--- config.mk ---
export PLATFORM = sky130hd
export DESIGN_NAME = add3_flags
export DESIGN_NICKNAME = d
export VERILOG_FILES = /design/src/rtl/add3_flags.sv
export SDC_FILE = /design/constraint.sdc
export NUM_CORES = 1
export LEC_CHECK = 0
export BUFFER_PORTS_ARGS = -buffer_cell sky130_fd_sc_hd__clkbuf_2
export CAP_MARGIN = 20
export CORE_MARGIN = 8
export CORE_UTILIZATION = 60
export DETAILED_ROUTE_END_ITERATION = 8
export PLACE_DENSITY_LB_ADDON = 0.12
export SETUP_SLACK_MARGIN = 0.15
export SLEW_MARGIN = 20
export SYNTH_ARGS = -nofsm -noshare
export SYNTH_HDL_FRONTEND = slang
export SYNTH_SLANG_ARGS = --single-unit
export TNS_END_PERCENT = 20
--- constraint.sdc ---
create_clock -name clk -period 11.3 [get_ports clk]
set_input_delay 2.26 -clock clk [delete_from_list [all_inputs] [get_ports clk]]
set_output_delay 2.26 -clock clk [all_outputs]
set_load 0.05 [all_outputs]
--- src/rtl/add3_flags.sv ---
module add3_flags #(
  parameter int W  = 32,
  parameter int RW = 8
) (
  input  logic          clk,
  input  logic          rst_n,
  input  logic          in_valid,
  input  logic [63:0]   in_insn,
  input  logic          in_reg_form,
  input  logic [W-1:0]  in_a,
  input  logic [W-1:0]  in_b,
  input  logic [W-1:0]  in_c,
  output logic          out_valid,
  output logic          out_wr,
  output logic          out_illegal,
  output logic [RW-1:0] out_dest,
  output logic [W-1:0]  out_result,
  output logic          flag_z,
  output logic          flag_s,
  output logic          flag_c,
  output logic          flag_o
);
  localparam int HW = W / 2;
  localparam logic [W-1:0] HI_ONE = W'(1) << HW;

  function automatic logic [W-1:0] pick(input logic [W-1:0] v, input logic [1:0] sel);
    case (sel)
      2'd1:    pick = {{(W-HW){1'b0}}, v[HW-1:0]};
      2'd2:    pick = {{HW{1'b0}}, v[W-1:HW]};
      default: pick = v;
    endcase
  endfunction

  wire cc_en = in_insn[47];
  wire ext   = in_insn[48];
  wire neg_c = in_insn[49];
  wire neg_b = in_insn[50];
  wire neg_a = in_insn[51];

  wire [1:0] shf = in_reg_form ? in_insn[38:37] : 2'd0;
  wire [1:0] hsa = in_reg_form ? in_insn[36:35] : 2'd0;
  wire [1:0] hsb = in_reg_form ? in_insn[34:33] : 2'd0;
  wire [1:0] hsc = in_reg_form ? in_insn[32:31] : 2'd0;

  wire unused_bits = ^{in_insn[63:52], in_insn[46:39], in_insn[30:8]};

  wire bad_code = (shf == 2'd3) || (hsa == 2'd3) || (hsb == 2'd3) || (hsc == 2'd3);
  wire illegal  = bad_code || (ext && shf == 2'd1) || (ext && cc_en);

  wire [W-1:0] pa = pick(in_a, hsa);
  wire [W-1:0] pb = pick(in_b, hsb);
  wire [W-1:0] pc = pick(in_c, hsc);
  wire [W-1:0] na = neg_a ? -pa : pa;
  wire [W-1:0] nb = neg_b ? -pb : pb;
  wire [W-1:0] nc = neg_c ? -pc : pc;

  wire [W:0]   sum_ab = {1'b0, na} + {1'b0, nb};
  wire [W-1:0] lhs1   = sum_ab[W-1:0] + {{(W-1){1'b0}}, ext & flag_c};

  logic [W-1:0] shifted;
  always_comb begin
    case (shf)
      2'd1:    shifted = (lhs1 >> HW) + (sum_ab[W] ? HI_ONE : '0);
      2'd2:    shifted = lhs1 << HW;
      default: shifted = lhs1;
    endcase
  end

  wire [W:0]   fin = {1'b0, shifted} + {1'b0, nc};
  wire [W-1:0] res = fin[W-1:0];
  wire sovf = (shifted[W-1] == nc[W-1]) && (res[W-1] != shifted[W-1]);
  wire pwrap = lhs1 < na;

  always_ff @(posedge clk or negedge rst_n) begin
    if (!rst_n) begin
      out_valid   <= 1'b0;
      out_wr      <= 1'b0;
      out_illegal <= 1'b0;
      out_dest    <= '0;
      out_result  <= '0;
      flag_z      <= 1'b0;
      flag_s      <= 1'b0;
      flag_c      <= 1'b0;
      flag_o      <= 1'b0;
    end else begin
      out_valid   <= in_valid;
      out_wr      <= in_valid && !illegal;
      out_illegal <= in_valid && illegal;
      if (in_valid && !illegal) begin
        out_dest   <= in_insn[RW-1:0];
        out_result <= res;
        if (cc_en) begin
          flag_z <= (res == '0);
          flag_s <= res[W-1];
          flag_c <= fin[W];
          flag_o <= sovf | pwrap;
        end
      end
    end
  end
endmodule

# After elaboration in Yosys (flattened, before gate mapping)
# Cells that the tools add are included.
# totals
register_bits,47
inputBits,164
out_inout_bits,47
wordCells,58
# op_classes
addsub,7
magnitude_cmp,1
n_eq_ne,14
mux,12
n_bitwise,2
n_reduce_logical,13
# op_table
cell,count
$pmux W32 S2,4
$mux W32,3
$neg A32 Y32,3
$add A32 B32 Y33,2
$add A32 B1 Y32,1
$logic_not A32 Y1,1
$lt A32 B32 Y1,1
$add A16 B17 Y18,1
$mux W17,1
$eq A2 B2 Y1 const B,8
$eq A2 B1 Y1 const B,4
$mux W2,4
$logic_and A1 B1 Y1,5
$logic_or A1 B1 Y1,5
$reduce_and A2 Y1,1
$and A1 B1 Y1,1
$eq A1 B1 Y1,1
$logic_not A1 Y1,1
$ne A1 B1 Y1,1
$or A1 B1 Y1,1

# Logic depth before layout (Yosys ltp)
# Gate-level depths: netlist (run 1).
# depth
ltp_word,13
depth_mapped,47
mapped_depth_nobuf,45

# Least setup slack after synthesis (run 1)
# OpenSTA, ideal clock, no wires.
# synth_timing
path_kind,input to register
start,in in_insn[34]
end,reg flag_z
setup_ps,95
arrival_time_ps,10771
t_required_ps,11205
slack_ps,434
cell_stages,37
n_path_buf,2
path_cell_list,and2_1 > ha_1 > buf_2 > o22ai_1 > o2111ai_1 > or2_2 > or4_1 > nand2_1 > xnor2_1 > ha_1 > clkbuf_1 > a21o_1 > a31o_2 > a31o_2 > a311oi_1 > xor2_1 > or2_2 > nor3_1 > nand3_1 > xnor2_1 > o22ai_1 > ha_1 > o21ai_0 > a21boi_0 > nand3_1 > o21ai_0 > a21o_1 > a21oi_1 > o21ai_0 > a21oi_1 > o221a_2 > o311a_1 > nand3b_1 > nand2_1 > xor2_1 > or4b_2 > o31ai_1
# synth_via
elab_chain_cells,11
word_cells_on_any_way,21
cone_classes,5 x add/sub; 3 x eq/ne; 5 x mux; 8 x reduce/logical
# synth_rtl
item,line,text
start: declaration,8,"input logic [63:0] in_insn,"
$mux W2 *,42,wire [1:0] hsb = in_reg_form ? in_insn[34:33] : 2'd0;
$eq A2 B2 Y1 / $eq A2 B1 Y1 (equally long branches),27,case (sel)
$pmux W32 S2,27,
$neg A32 Y32,54,wire [W-1:0] nb = neg_b ? -pb : pb;
$mux W32,54,
$add A32 B32 Y33,57,"wire [W:0] sum_ab = {1'b0, na} + {1'b0, nb};"
$add A32 B1 Y32 / $mux W17 (equally long branches),"58, 63",
$add A16 B17 Y18,63,2'd1: shifted = (lhs1 >> HW) + (sum_ab[W] ? HI_ONE : '0);
$pmux W32 S2,62,case (shf)
$add A32 B32 Y33,69,"wire [W:0] fin = {1'b0, shifted} + {1'b0, nc};"
$logic_not A32 Y1,93,flag_z <= (res == '0);
end signal: assignment,93,
end: declaration,18,"output logic flag_z,"
# Mark *: on every way between the ends. The rest lies on a longest branch, timed or not.
# A chain may end at the register's enable or synchronous reset.

# Final worst setup path (run 1)
# layout_timing
start,in in_reg_form
end,reg flag_z
# layout_via
elab_chain_cells,11
word_cells_on_any_way,41
cone_classes,7 x add/sub; 12 x eq/ne; 12 x mux; 10 x reduce/logical
# layout_rtl
item,line,text
start: declaration,9,"input logic in_reg_form,"
$mux W2 (on tied branches),"41, 42",
$eq A2 B2 Y1 / $eq A2 B1 Y1 (equally long branches),27,
$pmux W32 S2,27,
$neg A32 Y32 (on tied branches),"53, 54",
$mux W32 (on tied branches),"53, 54",
$add A32 B32 Y33,57,
$add A32 B1 Y32 / $mux W17 (equally long branches),"58, 63",
$add A16 B17 Y18,63,
$pmux W32 S2,62,
$add A32 B32 Y33,69,
$logic_not A32 Y1,93,
# Parallel ways exist; a longest one is shown, timed or not.

==> summary by stage, run 1 <==
Finish
The library cell used most frequently in the layout, excluding fill and tap cells, is sky130_fd_sc_hd__nand2_1. Cells with a size suffix above 1 make up 23.3% of the layout. At the end of the flow, the number of nets in the layout was 1923. The number of antenna diodes is 0. The number of filler cells placed in the layout is roughly 1400.

The final cell count without fillers is 1869. Relative to the synthesized area, the layout overhead comes to 21.9%. Leaving out fill and tap cells, the most frequent cells in the layout are 185 x sky130_fd_sc_hd__nand2_1, 166 x sky130_fd_sc_hd__clkbuf_2, 124 x sky130_fd_sc_hd__buf_4.

Min path
The worst hold path belongs to the class reg2reg.

Clock tree
The later-pin clock latency in the skew report is 0.28 ns. TritonCTS built the clock tree. The tree is rooted in a sky130_fd_sc_hd__clkbuf_16.

Clock-pin slew was measured on the worst setup and hold paths at about 0.06 ns. Counting every sink on the clock net gives 47. The number of buffers inserted during clock tree synthesis is 5. The H-tree was split into 2 levels. The number of buffers on the longest clock path is 2.

STA
The number of max-slew violations in the final report is 0. Measured against its own limit, the worst slew margin works out to between 30 and 40%. The maximum clock skew at final layout is 0.00342 ns. The achievable frequency is between 90 and 100 MHz. The worst path uses a little over nine tenths of the clock period. Setup repair after global routing left no endpoint under its margin. The routed design could run at a clock period as short as about 11 ns. The final hold violation count is 0. The number of endpoints failing setup at the final stage is 0. At the pin with the least slew margin, the transition time is 0.984 ns. The final setup TNS is 0 ns.

Synth
Yosys printed 0 warnings. After synthesis, the cell types taking the most area are sky130_fd_sc_hd__ha_1 14%, sky130_fd_sc_hd__dfrtp_1 12%, sky130_fd_sc_hd__xnor2_1 7.1%, sky130_fd_sc_hd__nand2_1 6.9%, sky130_fd_sc_hd__xor2_1 6.0%. The share of synthesized registers carrying an async set or reset is 100%. The count of mapped cells out of synthesis is 1400. The most used flip-flop cell after synthesis is sky130_fd_sc_hd__dfrtp_1. The cell type with the largest total area after synthesis is sky130_fd_sc_hd__ha_1. Sequential elements use roughly an eighth of the synthesized area.

The synthesized design contains 47 register bits. The post-synthesis instance area is approximately 10000 um2. Counting distinct cell types in the post-synthesis netlist gives 80. Counting flops with a built-in enable in the synthesized netlist gives 0. After synthesis, the largest area contributor takes up a little over an eighth of total cell area. The number of nets in the synthesized netlist is about 1700. The per-instance average area after synthesis is roughly 7.2 um2.

Pwr
Summing internal, switching and leakage power gives ~2600 uW. The static power due to leakage is between 0.005 and 0.006 uW. VDD sags by at most about 0.24 mV. The cell area power density is about 220 nW/um2.

Floorplanning
The I/O pin total is 211. The area of the core region is 16500 um2. The height of the chip is between 100 and 150 um. The floorplan has 47 rows.

For this configuration, the core starts out at a cell density of 61.1%. Measured along the x axis, the die boundary spans about 150 um. The die covers around 21000 um2.

Critical path
The critical path's most frequent cell is sky130_fd_sc_hd__buf_4. The worst register-to-register path ends at flag_z. The worst setup path startpoint is in_reg_form. Following the worst setup path forward leads to its endpoint at flag_z. The worst register-to-register path has a setup slack of about 4.6 ns. The biggest fanout along the worst timing path is 8. The worst setup path is launched from an input pin. The worst setup path is of the in2reg kind.

The beginning of the worst register-to-register path is flag_c. The critical path depth is 42. The nature of the critical path endpoint is a flop. For the worst setup path, the data required time is 11.49 ns. Data on the critical path arrives at its endpoint at 11.01 ns. On the critical path the largest part of the delay comes from simple AND/OR/NAND/NOR gates. The delay of the slowest critical-path stage is between 0.6 and 0.7 ns. The critical-path cell with the highest stage delay is sky130_fd_sc_hd__or4b_2.

For the worst flop-to-flop path, the logic depth is 28. Counting both buffers and inverters, the worst setup path holds a total of 7.

Flow run
The number of max-capacitance violations reported is 0.

Route
Once detail routing completed, the nets flagged for antenna violations numbered 0. The number of detailed-routing iterations run before antenna repair is 5. The detailed-route wire length is around 34000 um. The DRC marker count from the first detailed-route iteration is 830. The via-per-instance ratio is about 6.

For this block, the via count after detailed routing is roughly 11000. In the routed design, unresolved DRC markers number 0. Dividing the detail-routed wire length by the instance count gives between 15 and 20 um.

Place
The number of port buffers is 167. The placer's final routability congestion estimate is a little under 1. The final HPWL from detailed placement is 28400 um. The number of placed instances, taps included is 1857.

Global route
For this run the aggregate overflow at the end of global routing stands at 0. The initial antenna violation count came to 0. The pin count of the biggest net entering global routing is 49.

The first global-routing pass estimated between 50000 and 60000 um of wire. The overall track demand over capacity in global routing is 30.7%. The number of global-route vias before repair was 11000.

Outcome
The run finished with clean final reports.
-- metal layers --
| metal | vias up | GRT usage [%] | part of all wire [%] |
|---|---|---|---|
| li1 | 5594 | - | - |
| met1 | 5319 | 35.0 | 40 |
| met2 | 460 | 56.3 | 49 |
| met3 | 105 | 4.07 | 6.1 |
| met4 | 0 | 13.4 | 4.8 |
| met5 | - | 0 | 0 |
-- synth_stat cells, types with 12 or more instances --
cell,number
sky130_fd_sc_hd__o21ai_0,96
sky130_fd_sc_hd__or3_1,14
sky130_fd_sc_hd__nor2_1,89
sky130_fd_sc_hd__nand3b_1,21
sky130_fd_sc_hd__a22oi_1,13
sky130_fd_sc_hd__ha_1,109
sky130_fd_sc_hd__o31ai_1,18
sky130_fd_sc_hd__clkbuf_1,39
sky130_fd_sc_hd__inv_1,86
sky130_fd_sc_hd__o21bai_1,14
sky130_fd_sc_hd__nor2b_1,19
sky130_fd_sc_hd__nand2b_1,19
sky130_fd_sc_hd__mux2_2,12
sky130_fd_sc_hd__a21o_1,38
sky130_fd_sc_hd__o22ai_1,32
sky130_fd_sc_hd__and3_1,12
sky130_fd_sc_hd__and2_1,13
sky130_fd_sc_hd__a22o_1,18
sky130_fd_sc_hd__nand3_1,28
sky130_fd_sc_hd__a21oi_1,76
sky130_fd_sc_hd__or2_2,16
sky130_fd_sc_hd__xnor2_1,82
sky130_fd_sc_hd__nand4_1,20
sky130_fd_sc_hd__xor2_1,69
sky130_fd_sc_hd__dfrtp_1,47
sky130_fd_sc_hd__nor3_1,33
sky130_fd_sc_hd__nand2_1,185
sky130_fd_sc_hd__o21a_1,14
-- logic make-up (layout without fill, tap and decap cells) --
group,Yosys count,count (layout),share of synthesized area [%]
muxes,21,21,2.24
AOI/OAI and AO/OA,419,419,28.0
DFF,47,47,11.7
xor gates and xnor gates,152,152,13.3
buffers and inverters,139,388,5.28
and+or+nand+nor,510,510,25.5
adders and majority gates,112,112,14.0
-- stage by stage --
stage          area (um2)  hold slack (ns)  util (%)  setup WS [ns]
2_1_floorplan       10100            0.745         -          0.434
3_3_place_gp        11900            0.458      72.3          0.167
3_5_place_dp        11900            0.462      72.3        -0.0399
4_1_cts             12000            0.479      73.2          0.221
5_1_grt             12300            0.499      74.5        0.00512
6_report            12300            0.479      74.5          0.474
-- area by class of cell --
| type | count | area [um2] | share of cell area [%] |
|---|---|---|---|
| clock buffer | 7 | 143 | 1.16 |
| clock inverter | 1 | 8.76 | 0.0714 |
| tap | 220 | 275 | 2.24 |
| sequential | 47 | 1180 | 9.58 |
| multi-input combinational | 1214 | 8550 | 69.7 |
| timing repair buffer | 292 | 1790 | 14.6 |
| inverter | 88 | 330 | 2.69 |
-- worst register-to-register path: cells and delay by family (launching register included) --
family          cells  cell delay [ns]
buf+inv             2             0.27
flops               1             0.36
simple gates       17             4.17
compound gates      5             0.91
fa+ha+maj           2             0.52
xor+xnor            2             0.37
-- worst min-delay path by stage --
| stage | start | endpoint | slack (ns) | depth (start not counted) |
|---|---|---|---|---|
| 5_1_grt | out_result[7] | out_result[7] | 0.50 | 2 |
| 3_5_place_dp | out_dest[7] | out_dest[7] | 0.46 | 2 |
| 2_1_floorplan | out_dest[0] | out_dest[0] | 0.74 | 2 |
| 3_3_place_gp | out_dest[4] | out_dest[4] | 0.46 | 2 |
| 4_1_cts | out_dest[5] | out_dest[5] | 0.48 | 2 |
| 6_report | out_dest[5] | out_dest[5] | 0.48 | 2 |
-- where the power goes --
group	internal, uW	leakage, uW	switching, uW
Combinational	899	0.00532	1320
Sequential	236	0.000576	39.7
Clock	88.5	0.0000741	59.6
-- state kept, by name, summed over array words and instances, names as in the netlist --
signal,cells
out_illegal,1
out_dest,8
flag_o,1
out_wr,1
flag_c,1
out_valid,1
flag_s,1
out_result,32
flag_z,1
-- what timing repair did --
item / CTS / global route
setup endpoints to repair: 0 / 6
resized for setup: 0 / 53
buffers inserted: 0 / 4
hold buffers: 0 / 0
Note: power is estimated with default switching activity, not from simulation.
==> run 2: changes to the inputs <==
--- a/config.mk
+++ b/config.mk
@@ -8,9 +8,10 @@
 export BUFFER_PORTS_ARGS = -buffer_cell sky130_fd_sc_hd__clkbuf_2
 export CAP_MARGIN = 20
 export CORE_MARGIN = 8
-export CORE_UTILIZATION = 60
+export CORE_UTILIZATION = 58
 export DETAILED_ROUTE_END_ITERATION = 8
 export PLACE_DENSITY_LB_ADDON = 0.12
+export RECOVER_POWER = 100
 export SETUP_SLACK_MARGIN = 0.15
 export SLEW_MARGIN = 20
 export SYNTH_ARGS = -nofsm -noshare
==> constraint.sdc (replaced) <==
create_clock -name clk -period 10 [get_ports clk]
set_input_delay 2 -clock clk [delete_from_list [all_inputs] [get_ports clk]]
set_output_delay 2 -clock clk [all_outputs]
set_load 0.05 [all_outputs]
==> run 2 against run 1 <==
Effect of this change: the run now ends with capacitance limit, slew limit, setup timing left; non-clock buffer count grew 206; combinational power is 47% higher; largest cell class unchanged; critical path depth shrank 3; clock power rose by 9%; worst setup slack lost 0.84 ns; wire length increased by 23%; clock skew is 0.0014 ns higher; core utilization up 10 points; global-route usage grew 4.1 points; die area is 3.1% higher; sequential power grew 15%.
==> summary by stage, run 2 (synthesis results as in run 1) <==
Outcome
The run finished, with violations left. The final reports fail on capacitance limit, slew limit, setup timing.

Critical path
The reg2reg setup slack is 3.56 ns (-1.04 ns). The biggest fanout along the worst timing path is 6 (-2). The delay of the slowest critical-path stage is 0.60 ns (-0.02 ns). The critical path arrival is 10.55 ns (-0.46 ns).

The critical-path cell with the highest stage delay is sky130_fd_sc_hd__or4_4. The cell family contributing the most delay on the critical path is simple AND/OR/NAND/NOR gates. The combined buffer and inverter count along the critical path is 5 (-2). The setup path with the least slack is of type in2reg. The critical path launch point type is an input pin. The required arrival time at the worst endpoint is 10.19 ns (-1.30 ns). STA classifies the critical path endpoint as a flop.

Place
The number of placed instances, taps included is 2020 (+8.8%). The placer's final routability congestion estimate was 1.01 (+2.1%). The final HPWL from detailed placement was 31000 um (+9.3%). The number of port buffers is 167 (unchanged). The worst slack at placement was -0.652 ns (-0.612 ns).

Floorplanning
The area of the core region came to 17100 um2 (+4.0%). The I/O pin total is 211 (unchanged). The cell row count is 48 (+2.1%). The initial cell density of the core was 58.8% (-2.3 points). The die outline width was 148 um (+1.5%). The height of the chip is 148 um (+1.5%). The die outline area is 21800 um2 (+3.1%).

Pwr
The cell area power density is 257 nW/um2 (+19%). The overall power is 3740 uW (+42%). The static power due to leakage is 0.00701 uW (+17%). The maximum VDD drop is 0.298 mV (+23%).

STA
The final hold violation count came to 0 (unchanged). The final worst slack is -0.361 ns (-0.835 ns). Derived from the worst setup path, the maximum achievable clock frequency is just under 100 MHz. For the finished layout, the period the worst path requires is roughly 10 ns. The number of max-slew violations in the final report is 97 (+97). The tightest hold margin came to 0.477 ns (-0.00227 ns). The final setup TNS was -0.900 ns (-0.900 ns).

The actual transition at the worst max-transition pin is 2.42 ns (+1.43 ns). Setup repair after global routing could not meet its margin everywhere. After layout, the worst path uses 104% of the clock period. The relative slew slack is -61.2% (-95 points).

The maximum clock skew at final layout is 0.00479 ns (+0.00137 ns). The number of endpoints failing setup at the final stage is 6 (+6).

Finish
In the final layout, the registers with the most flip-flops are out_result x32, out_dest x8. The number of antenna diodes is 0 (unchanged). The relative area change from synthesis to final layout is 44.5%. Ranked by flip-flop count, first place goes to out_result. The number of filler cells placed in the layout came to 1060 (-23%). Leaving out fill and tap cells, the most frequent cells in the layout are 318 x sky130_fd_sc_hd__buf_4, 177 x sky130_fd_sc_hd__nand2_1, 118 x sky130_fd_sc_hd__clkbuf_2. The proportion of layout cells with a drive suffix above 1 was 34.6% (+11 points). The flip-flop count of the largest register after layout is 32 (unchanged). The final cell count without fillers was 2080 (+11%). The layout net count came to 2129 (+11%). The leading cell type in the layout, fill and taps excluded is sky130_fd_sc_hd__buf_4.

Min path
The worst hold path belongs to the class reg2reg.

Route
The number of DRC violations after detailed routing was 0 (unchanged). The wire length per cell is 20.3 um (+10%). The DRC marker count from the first detailed-route iteration came to 1175 (+42%). The total via count after detailed routing was 13100 (+14%).

The detailed-route wire length is 42200 um (+23%). The via-per-instance ratio is 6.30 (+2.5%). The number of detailed-routing iterations run before antenna repair was 6 (+1). The number of nets still failing antenna checks after routing came to 0 (unchanged).

Global route
The pin count of the biggest net entering global routing came to 49 (unchanged). The total global routing overflow was 0 (unchanged). The global-route wire length before repair is 62400 um (+15%). The overall track demand over capacity in global routing came to 34.8% (+4.1 points). The number of global-route vias before repair is 12700 (+15%). The initial antenna violation count came to 0 (unchanged).

Clock tree
The later-pin clock latency in the skew report is 0.28 ns (about the same). The number of buffers inserted during clock tree synthesis is 5 (unchanged). TritonCTS built the clock tree.

The clock-pin slew reported for the worst setup and hold paths after clock tree synthesis is 0.06 ns (about the same). The CTS root buffer is sky130_fd_sc_hd__clkbuf_16. The number of buffers on the longest clock path is 2 (unchanged). The number of clock sinks seen by CTS is 47 (unchanged).

The level count of the clock H-tree is 2 (unchanged).

Flow run
The number of max-capacitance violations reported is 2 (+2).
## run 2: changes by cell type in the layout (fill, tap and decap cells not counted), sizes merged
cell / change
buf: +203
clkbuf: +1
clkinv: +1
inv: +1
## run 2: final cells by class
type | instances | area (um2) | share of cell area, %
multi-input cells | 1214 | 9300 | 63.9
repair buffers | 498 | 3320 | 22.8
flip-flops and latches | 47 | 1180 | 8.08
inverters | 88 | 330 | 2.27
well taps | 225 | 282 | 1.93
clock buffers | 5 | 125 | 0.860
clock inverters | 3 | 18.8 | 0.129
## run 2: metal layers
layer  track usage, %  vias up  part of all wire [%]
met5                0        -                     0
met4             23.8        0                   8.2
met3             6.14      257                   8.0
met2             61.0      768                    47
met1             37.8     6061                    36
li1                 -     6009                     -
## run 2: where the power goes
part	total (uW)	switching, uW	internal [uW]
Combinational	3260	1810	1450
Clock	162	69.5	92.5
Sequential	318	50.4	267
Total	3740	1930	1810
## run 2: per-stage QoR
stage	cell area [um2]	utilization, %
2_1_floorplan	10300	-
3_3_place_gp	13300	77.8
3_5_place_dp	13300	77.8
4_1_cts	14100	82.2
5_1_grt	14600	85.0
6_report	14600	85.0
## run 2: worst register-to-register path, stage by stage (launching register included)
cell	delay, ns
sky130_fd_sc_hd__dfrtp_1	0.37
sky130_fd_sc_hd__and2_1	0.28
sky130_fd_sc_hd__ha_1	0.23
sky130_fd_sc_hd__and3_1	0.21
sky130_fd_sc_hd__nand3_1	0.10
sky130_fd_sc_hd__nand3b_1	0.25
sky130_fd_sc_hd__nor4_2	0.34
sky130_fd_sc_hd__nand2b_1	0.19
sky130_fd_sc_hd__or3_4	0.44
sky130_fd_sc_hd__or4_4	0.54
sky130_fd_sc_hd__and4bb_1	0.35
sky130_fd_sc_hd__xnor2_2	0.15
sky130_fd_sc_hd__nand2_2	0.11
sky130_fd_sc_hd__a21oi_2	0.21
sky130_fd_sc_hd__ha_1	0.30
sky130_fd_sc_hd__o21a_1	0.23
sky130_fd_sc_hd__nor2_2	0.13
sky130_fd_sc_hd__nor2b_2	0.08
sky130_fd_sc_hd__a21oi_2	0.20
sky130_fd_sc_hd__o221a_2	0.27
sky130_fd_sc_hd__o311a_1	0.18
sky130_fd_sc_hd__nand3b_1	0.16
sky130_fd_sc_hd__nand2_1	0.10
sky130_fd_sc_hd__xor2_1	0.19
sky130_fd_sc_hd__or4b_4	0.55
sky130_fd_sc_hd__o31ai_2	0.20
## run 2: path summary, 6_finish.rpt
kind | from | endpoint | cells after the start
worst min register to register | out_dest[6] | out_dest[6] | 2
max in group asynchronous | rst_n | out_result[2] | 2
worst max-delay path | in_reg_form | flag_z | 39
min in group asynchronous | rst_n | out_result[12] | 2
worst max register to register | flag_c | flag_z | 25
worst min-delay path | out_dest[6] | out_dest[6] | 2
## run 2: repair_timing
item                                    CTS  global route
resized for setup                        78            84
endpoints found under the setup margin    9            15
hold buffers                              0             0
gates cloned                              1             0
pin swaps                                75            54
hold endpoints to repair                  0             0
buffers inserted                         30            20
